==> src/rtl/bg_mem_pkg.sv <==
package bg_mem_pkg;

  typedef enum logic [1:0] {
    CD_IDLE  = 2'd0,
    CD_COUNT = 2'd1,
    CD_LAST  = 2'd2
  } cd_phase_e;

  // Delay chosen at load time from the clock select.
  function automatic int unsigned pick_delay(input logic fast,
                                             input int unsigned fast_dly,
                                             input int unsigned slow_dly);
    return fast ? fast_dly : slow_dly;
  endfunction

endpackage

==> src/rtl/bg_countdown.sv <==
module bg_countdown
  import bg_mem_pkg::*;
#(
  parameter int unsigned FAST_DLY = 5,
  parameter int unsigned SLOW_DLY = 6
) (
  input  logic clk,
  input  logic rst_n,
  input  logic load,
  input  logic fast_sel,
  input  logic grant,
  output logic busy,
  output logic fire,
  output logic blocked
);
  localparam int unsigned MAX_DLY = (SLOW_DLY > FAST_DLY) ? SLOW_DLY : FAST_DLY;
  localparam int unsigned CNT_W   = $clog2(MAX_DLY + 1);
  localparam logic [CNT_W-1:0] ONE_C = CNT_W'(1);
  localparam logic [CNT_W-1:0] MAX_C = CNT_W'(MAX_DLY);

  // Saturating step: never below one while a transaction is outstanding.
  function automatic logic [CNT_W-1:0] sat_dec(input logic [CNT_W-1:0] v);
    return (v > ONE_C) ? v - ONE_C : v;
  endfunction

  function automatic cd_phase_e phase_of(input logic [CNT_W-1:0] v);
    if (v == '0)    return CD_IDLE;
    if (v == ONE_C) return CD_LAST;
    return CD_COUNT;
  endfunction

  logic [CNT_W-1:0] cnt_q, cnt_d, reload;
  cd_phase_e        phase;
  logic             last;

  assign reload  = CNT_W'(pick_delay(fast_sel, FAST_DLY, SLOW_DLY));
  assign phase   = phase_of(cnt_q);
  assign busy    = (phase != CD_IDLE);
  assign last    = (phase == CD_LAST);
  assign fire    = last && grant && !load;
  assign blocked = last && !grant && !load;

  always_comb begin
    cnt_d = cnt_q;
    if (load)      cnt_d = reload;
    else if (fire) cnt_d = '0;
    else           cnt_d = sat_dec(cnt_q);
  end

  always_ff @(posedge clk or negedge rst_n) begin
    if (!rst_n) cnt_q <= '0;
    else        cnt_q <= cnt_d;
  end

  // count never exceeds the longer delay
  a_r2_count_bounded: assert property (@(posedge clk) disable iff (!rst_n)
    cnt_q <= MAX_C);
  // a load always leaves a transaction in flight
  a_r2_load_starts: assert property (@(posedge clk) disable iff (!rst_n)
    load |=> busy);
  // a withheld access keeps waiting in its final cycle
  a_r9_blocked_holds: assert property (@(posedge clk) disable iff (!rst_n)
    blocked |=> last);
  // after the access the path is idle
  a_r3_fire_idles: assert property (@(posedge clk) disable iff (!rst_n)
    fire |=> !busy);

endmodule

==> src/rtl/bg_rom_reader.sv <==
module bg_rom_reader #(
  parameter int unsigned PTR_W    = 16,
  parameter int unsigned BANK_W   = 8,
  parameter int unsigned DATA_W   = 8,
  parameter int unsigned FAST_DLY = 5,
  parameter int unsigned SLOW_DLY = 6
) (
  input  logic                      clk,
  input  logic                      rst_n,
  input  logic                      fast_sel,
  input  logic                      ptr_wr,
  input  logic [PTR_W-1:0]          ptr_val,
  input  logic [BANK_W-1:0]         rom_bank,
  input  logic                      rom_grant,
  input  logic                      buf_rd_req,
  input  logic [DATA_W-1:0]         rom_rdata,
  output logic                      rom_rd,
  output logic [BANK_W+PTR_W-1:0]   rom_addr,
  output logic [DATA_W-1:0]         rd_buf,
  output logic                      buf_ack,
  output logic                      pending,
  output logic                      rom_wait
);
  localparam int unsigned ADDR_W = BANK_W + PTR_W;

  function automatic logic [ADDR_W-1:0] rom_loc(input logic [BANK_W-1:0] b,
                                                input logic [PTR_W-1:0] p);
    return {b, p};
  endfunction

  logic              busy, fire, blocked;
  logic [PTR_W-1:0]  ptr_q;
  logic [DATA_W-1:0] buf_q;
  logic              pend_q;

  bg_countdown #(.FAST_DLY(FAST_DLY), .SLOW_DLY(SLOW_DLY)) u_cd (
    .clk     (clk),
    .rst_n   (rst_n),
    .load    (ptr_wr),
    .fast_sel(fast_sel),
    .grant   (rom_grant),
    .busy    (busy),
    .fire    (fire),
    .blocked (blocked)
  );

  always_ff @(posedge clk or negedge rst_n) begin
    if (!rst_n) begin
      ptr_q  <= '0;
      buf_q  <= '0;
      pend_q <= 1'b0;
    end else begin
      if (ptr_wr) begin
        ptr_q  <= ptr_val;
        pend_q <= 1'b1;
      end else if (fire) begin
        buf_q  <= rom_rdata;
        pend_q <= 1'b0;
      end
    end
  end

  assign rom_rd   = fire;
  assign rom_addr = rom_loc(rom_bank, ptr_q);
  assign rd_buf   = buf_q;
  assign pending  = pend_q;
  assign buf_ack  = buf_rd_req && !busy;
  assign rom_wait = blocked || (buf_rd_req && busy);

  // pending flag and countdown agree
  a_r3_pending_matches: assert property (@(posedge clk) disable iff (!rst_n)
    pending == busy);
  // the buffer captures the byte of the read
  a_r3_buf_captures: assert property (@(posedge clk) disable iff (!rst_n)
    rom_rd |=> rd_buf == $past(rom_rdata));
  // the buffer changes only through a read
  a_r5_buf_stable: assert property (@(posedge clk) disable iff (!rst_n)
    !rom_rd |=> $stable(rd_buf));

endmodule

==> src/rtl/bg_ram_poster.sv <==
module bg_ram_poster #(
  parameter int unsigned PTR_W         = 16,
  parameter int unsigned BANK_W        = 8,
  parameter int unsigned DATA_W        = 8,
  parameter int unsigned FAST_DLY      = 5,
  parameter int unsigned SLOW_DLY      = 6,
  parameter int unsigned RAM_BASE_BANK = 'h70
) (
  input  logic                      clk,
  input  logic                      rst_n,
  input  logic                      fast_sel,
  input  logic                      st_req,
  input  logic [PTR_W-1:0]          st_addr,
  input  logic [DATA_W-1:0]         st_data,
  input  logic                      ld_req,
  input  logic [PTR_W-1:0]          ld_addr,
  input  logic [BANK_W-1:0]         ram_bank,
  input  logic                      ram_grant,
  input  logic [DATA_W-1:0]         ram_rdata,
  output logic                      ram_we,
  output logic                      ram_re,
  output logic [BANK_W+PTR_W-1:0]   ram_addr,
  output logic [DATA_W-1:0]         ram_wdata,
  output logic                      ld_ack,
  output logic [DATA_W-1:0]         ld_data,
  output logic                      ram_wait
);
  localparam int unsigned ADDR_W = BANK_W + PTR_W;
  localparam logic [BANK_W-1:0] BASE_C = BANK_W'(RAM_BASE_BANK);

  function automatic logic [ADDR_W-1:0] ram_loc(input logic [BANK_W-1:0] b,
                                                input logic [PTR_W-1:0] a);
    return {BASE_C + b, a};
  endfunction

  logic              busy, fire, blocked, post, ld_go;
  logic [PTR_W-1:0]  waddr_q;
  logic [DATA_W-1:0] wdata_q;

  assign post  = st_req && !busy;
  assign ld_go = ld_req && !st_req && !busy && ram_grant;

  bg_countdown #(.FAST_DLY(FAST_DLY), .SLOW_DLY(SLOW_DLY)) u_cd (
    .clk     (clk),
    .rst_n   (rst_n),
    .load    (post),
    .fast_sel(fast_sel),
    .grant   (ram_grant),
    .busy    (busy),
    .fire    (fire),
    .blocked (blocked)
  );

  always_ff @(posedge clk or negedge rst_n) begin
    if (!rst_n) begin
      waddr_q <= '0;
      wdata_q <= '0;
    end else if (post) begin
      waddr_q <= st_addr;
      wdata_q <= st_data;
    end
  end

  assign ram_we    = fire;
  assign ram_re    = ld_go;
  assign ram_wdata = wdata_q;
  assign ram_addr  = fire ? ram_loc(ram_bank, waddr_q) : ram_loc(ram_bank, ld_addr);
  assign ld_ack    = ld_go;
  assign ld_data   = ram_rdata;
  assign ram_wait  = blocked || (st_req && busy) || (ld_req && !ld_go);

  // a read never overlaps a posted write
  a_r8_read_after_drain: assert property (@(posedge clk) disable iff (!rst_n)
    ram_re |-> !busy);
  // after a commit the buffer is free
  a_r6_commit_frees: assert property (@(posedge clk) disable iff (!rst_n)
    ram_we |=> !busy);
  // a stalled store is not accepted
  a_r7_store_waits: assert property (@(posedge clk) disable iff (!rst_n)
    (st_req && busy && !fire) |=> busy);

endmodule

==> src/rtl/bg_mem_access.sv <==
module bg_mem_access #(
  parameter int unsigned PTR_W         = 16,
  parameter int unsigned BANK_W        = 8,
  parameter int unsigned DATA_W        = 8,
  parameter int unsigned FAST_DLY      = 5,
  parameter int unsigned SLOW_DLY      = 6,
  parameter int unsigned RAM_BASE_BANK = 'h70
) (
  input  logic                    clk,
  input  logic                    rst_n,
  input  logic                    fast_sel,
  input  logic                    ptr_wr,
  input  logic [PTR_W-1:0]        ptr_val,
  input  logic [BANK_W-1:0]       rom_bank,
  input  logic                    rom_grant,
  input  logic                    buf_rd_req,
  output logic                    buf_ack,
  output logic [DATA_W-1:0]       rd_buf,
  output logic                    rom_pending,
  input  logic                    st_req,
  input  logic [PTR_W-1:0]        st_addr,
  input  logic [DATA_W-1:0]       st_data,
  input  logic                    ld_req,
  input  logic [PTR_W-1:0]        ld_addr,
  output logic                    ld_ack,
  output logic [DATA_W-1:0]       ld_data,
  input  logic [BANK_W-1:0]       ram_bank,
  input  logic                    ram_grant,
  output logic                    stall,
  output logic                    rom_rd,
  output logic [BANK_W+PTR_W-1:0] rom_addr,
  input  logic [DATA_W-1:0]       rom_rdata,
  output logic                    ram_we,
  output logic                    ram_re,
  output logic [BANK_W+PTR_W-1:0] ram_addr,
  output logic [DATA_W-1:0]       ram_wdata,
  input  logic [DATA_W-1:0]       ram_rdata
);
  logic rom_wait_w, ram_wait_w;

  bg_rom_reader #(
    .PTR_W(PTR_W), .BANK_W(BANK_W), .DATA_W(DATA_W),
    .FAST_DLY(FAST_DLY), .SLOW_DLY(SLOW_DLY)
  ) u_rom (
    .clk       (clk),
    .rst_n     (rst_n),
    .fast_sel  (fast_sel),
    .ptr_wr    (ptr_wr),
    .ptr_val   (ptr_val),
    .rom_bank  (rom_bank),
    .rom_grant (rom_grant),
    .buf_rd_req(buf_rd_req),
    .rom_rdata (rom_rdata),
    .rom_rd    (rom_rd),
    .rom_addr  (rom_addr),
    .rd_buf    (rd_buf),
    .buf_ack   (buf_ack),
    .pending   (rom_pending),
    .rom_wait  (rom_wait_w)
  );

  bg_ram_poster #(
    .PTR_W(PTR_W), .BANK_W(BANK_W), .DATA_W(DATA_W),
    .FAST_DLY(FAST_DLY), .SLOW_DLY(SLOW_DLY), .RAM_BASE_BANK(RAM_BASE_BANK)
  ) u_ram (
    .clk      (clk),
    .rst_n    (rst_n),
    .fast_sel (fast_sel),
    .st_req   (st_req),
    .st_addr  (st_addr),
    .st_data  (st_data),
    .ld_req   (ld_req),
    .ld_addr  (ld_addr),
    .ram_bank (ram_bank),
    .ram_grant(ram_grant),
    .ram_rdata(ram_rdata),
    .ram_we   (ram_we),
    .ram_re   (ram_re),
    .ram_addr (ram_addr),
    .ram_wdata(ram_wdata),
    .ld_ack   (ld_ack),
    .ld_data  (ld_data),
    .ram_wait (ram_wait_w)
  );

  assign stall = rom_wait_w || ram_wait_w;

  // no memory is touched without its grant
  a_r9_rom_needs_grant: assert property (@(posedge clk) disable iff (!rst_n)
    rom_rd |-> rom_grant);
  a_r9_ram_needs_grant: assert property (@(posedge clk) disable iff (!rst_n)
    (ram_we || ram_re) |-> ram_grant);
  // nothing requested and both grants present means no stall
  a_r10_idle_no_stall: assert property (@(posedge clk) disable iff (!rst_n)
    (!buf_rd_req && !st_req && !ld_req && rom_grant && ram_grant) |-> !stall);

endmodule

==> config.mk <==
export PLATFORM = sky130hd
export DESIGN_NAME = bg_mem_access
export DESIGN_NICKNAME = d
export VERILOG_FILES = /design/src/rtl/bg_mem_pkg.sv /design/src/rtl/bg_countdown.sv /design/src/rtl/bg_rom_reader.sv /design/src/rtl/bg_ram_poster.sv /design/src/rtl/bg_mem_access.sv
export SDC_FILE = /design/constraint.sdc
export NUM_CORES = 1
export LEC_CHECK = 0
export BUFFER_PORTS_ARGS = -buffer_cell sky130_fd_sc_hd__clkbuf_2
export CAP_MARGIN = 10
export CORE_ASPECT_RATIO = 0.7
export CORE_MARGIN = 4
export CORE_UTILIZATION = 38
export DETAILED_ROUTE_END_ITERATION = 16
export PLACE_DENSITY = 0.73
export SYNTH_ARGS = -nofsm -noshare
export SYNTH_HDL_FRONTEND = slang
export SYNTH_SLANG_ARGS = --single-unit
==> constraint.sdc <==
create_clock -name clk -period 2.61 [get_ports clk]
set_clock_uncertainty 0.05 [all_clocks]
set_input_delay 0.261 -clock clk [delete_from_list [all_inputs] [get_ports clk]]
set_output_delay 0.261 -clock clk [all_outputs]
set_load 0.005 [all_outputs]
==> flow_summary.toml <==
[critical_path]
worstPathRequired_ns = 2.30
cp-startpoint = "u_ram.u_cd.cnt_q[1]"
critPathArrivalTime_ns = 2.13
cpMaxStageDelayCell = "dfrtp_1"
cp-start-kind = "flip-flop"
crit_chain = "inv_1 -> ha_1 -> nor2b_2 -> and3_4 -> buf_4 -> mux2_4 -> clkbuf_2"
criticalPathCategory = "reg -> out"
end_kind = "primary output"
critPathMaxStageDelay_ns = 0.43
r2r-start = "u_rom.u_cd.cnt_q[1]"
path_max_fanout = 5

[synth]
netlist_instances = 214
ys.flop_type = "dfrtp_1"
syn_avg_cell_area_um2 = 13.1
ys_seq_area_share_pct = 49.0
synth_top_area_share_pct = 49.0
synth.area.top_cells = "dfrtp_1 (49%), mux2_2 (22%), buf_4 (5.6%), mux2_4 (4.8%), ha_1 (3.1%)"
yosys.area.top_type = "dfrtp_1"
ys.warnings.count = 0
synth_cell_types = 37
async_reset_ff_share_pct = 100
synth_area_um2 = 2810
syn_nets = 318
ys_ff_latch = 55
synth_edf_count = 0
synth_common_cells = "dfrtp_1 (55), mux2_2 (55), buf_4 (21)"

[cts]
clkLatencyLatePin_ns = 0.30
cts.clk_slew.worst_paths_ns = 0.10
htreeDepth = 2
cts_buffers = 5
numClockSinks = 55
cts_resized = 0
cts-root-buf = "clkbuf_8"
cts_tree = "built"
clk_path_buf_depth = 2

[die]
dieArea_um2 = 8850
start_util_pct = 40.4
die_x_um = 111
placementRows = 25
core_area_um2 = 6940
io_pins = 176
die_h_um = 79.9

[power_and_ir_drop]
ir_drop_mv = 0.345
p_leak_uw = 0.00182
power_density_nw_per_um2 = 850

[flow_run]
cap_violations = 0

[global_route]
grt_first_pass_wirelength_um = 10400
grt_pass1_vias = 2175
grt_usage_pct = 14.4
grt_max_degree = 34
gr-total-overflow = 0
antenna_found_initial = 0

[routing]
ant_nets = 0
drtPass1Iterations = 4
drt_iter0_markers = 46
wl_um = 6310
drc = 0
vias_per_cell = 4.75
vias = 2033
wl_per_cell_um = 14.7

[timing]
worst_pin_slew_ns = 0.815
setup_tns_ns = 0
finalHoldViolCount = 0
rsz0062_at_grt = "no"
period_share_pct = 93.4
setup_viol = 0
max_freq_mhz = 410
slew_headroom_pct = 45.6
slew_viol_final = 0
hold_slack_ns = 0.122
period_minus_slack_ns = 2.44

[final_layout]
nets = 437
final_layout_size_suffix_gt1_share_pct = 64.4
area_delta_synth_final_pct = 27.5
postLayoutCoreUtil_pct = 51.5
diodes = 0
fillers = 628

[placed_design]
hpwl_um = 4970
port_buffers = 135
place.gp.congestion = 0.805

[min_path]
min-delay-start = "fast_sel"
hp-class = "in -> reg"

[outcome]
status = "finished, final reports clean"
==> power breakdown <==
group	switching [uW]	internal (uW)	total [uW]
clock	279	316	595
sequential	183	1160	1340
combinational	461	646	1110
==> critical path, delay by kind of cell, from the launching register on <==
family / cells / cell delay, ns
and+or+nand+nor: 2 / 0.45
DFF: 1 / 0.43
buffers and inverters: 3 / 0.40
muxes: 1 / 0.31
adders and majority gates: 1 / 0.24
==> layout by cell type, fill, tap and decap left out, types with 2 or more instances in the layout <==
cell,n
nor4b_1,2
o2bb2ai_1,2
nor2b_1,4
buf_12,2
o21ai_0,4
mux2_4,9
a21oi_1,5
nor2_1,4
ha_1,7
nand2b_1,5
a21boi_0,2
inv_1,12
buf_4,2
a211oi_1,2
clkbuf_2,135
mux2_2,55
clkbuf_8,6
dfrtp_1,55
==> layer usage <==
metal  vias to the layer above  global-route usage (%)  share of wire (%)
li1                        967                       -                  -
met1                       949                    16.9                 42
met2                       110                    23.4                 45
met3                         7                    7.27                 12
met4                         0                    3.94               0.78
met5                         -                       0                  0
==> final timing paths <==
kind / slack (ns) / depth (start not counted) / end
worst max-delay path: 0.17 / 7 / ram_addr[13]
worst min-delay path: 0.12 / 2 / u_ram.u_cd.cnt_q[1]
worst max register to register: 0.69 / 5 / u_rom.rd_buf[0]
worst min register to register: 0.46 / 1 / u_ram.ram_wdata[3]
max in group asynchronous: 1.16 / 3 / u_ram.waddr_q[15]
min in group asynchronous: 0.53 / 2 / u_rom.ptr_q[7]
==> metrics by stage <==
stage | setup WS (ns) | total power [uW] | std cells | instance area [um2]
4_1_cts | 0.0603 | 3080 | 426 | 3550
2_1_floorplan | 0.654 | 2050 | 214 | 2810
6_report | 0.171 | 3040 | 428 | 3580
5_1_grt | 0.0681 | 3260 | 428 | 3580
3_3_place_gp | 0.514 | 2410 | 417 | 3420
3_5_place_dp | 0.424 | 2460 | 417 | 3420
==> what timing repair did <==
action	in CTS	in global routing
endpoints found under the hold margin	23	0
setup buffers	0	2
hold buffers	1	0
endpoints found under the setup margin	0	7
==> flip-flops by register name (all words and copies together), names as in the netlist <==
| name | cells |
|---|---|
| u_ram.waddr_q | 16 |
| u_rom.ptr_q | 16 |
| u_ram.ram_wdata | 8 |
| u_rom.rd_buf | 8 |
| u_ram.u_cd.cnt_q | 3 |
| u_rom.u_cd.cnt_q | 3 |
| u_rom.pending | 1 |
==> final cells by class <==
class / count / area, um2 / share of cell area, %
clock buffers: 6 / 82.6 / 2.31
clock inverters: 2 / 38.8 / 1.08
inverters: 12 / 45.0 / 1.26
multi-input cells: 119 / 1180 / 32.9
flip-flops and latches: 55 / 1380 / 38.5
well taps: 94 / 118 / 3.29
repair buffers: 140 / 741 / 20.7
==> logic make-up (layout without fill, tap and decap cells) <==
logic type / after synthesis / after routing / synth area share, %
AOI/OAI and AO/OA: 22 / 22 / 5.44
xor gates and xnor gates: 2 / 2 / 0.624
adders and majority gates: 7 / 7 / 3.12
buffers and inverters: 40 / 160 / 9.01
DFF: 55 / 55 / 49.0
muxes: 64 / 64 / 26.9
and+or+nand+nor: 24 / 24 / 5.89
Note: power is estimated with default switching activity, not from simulation.
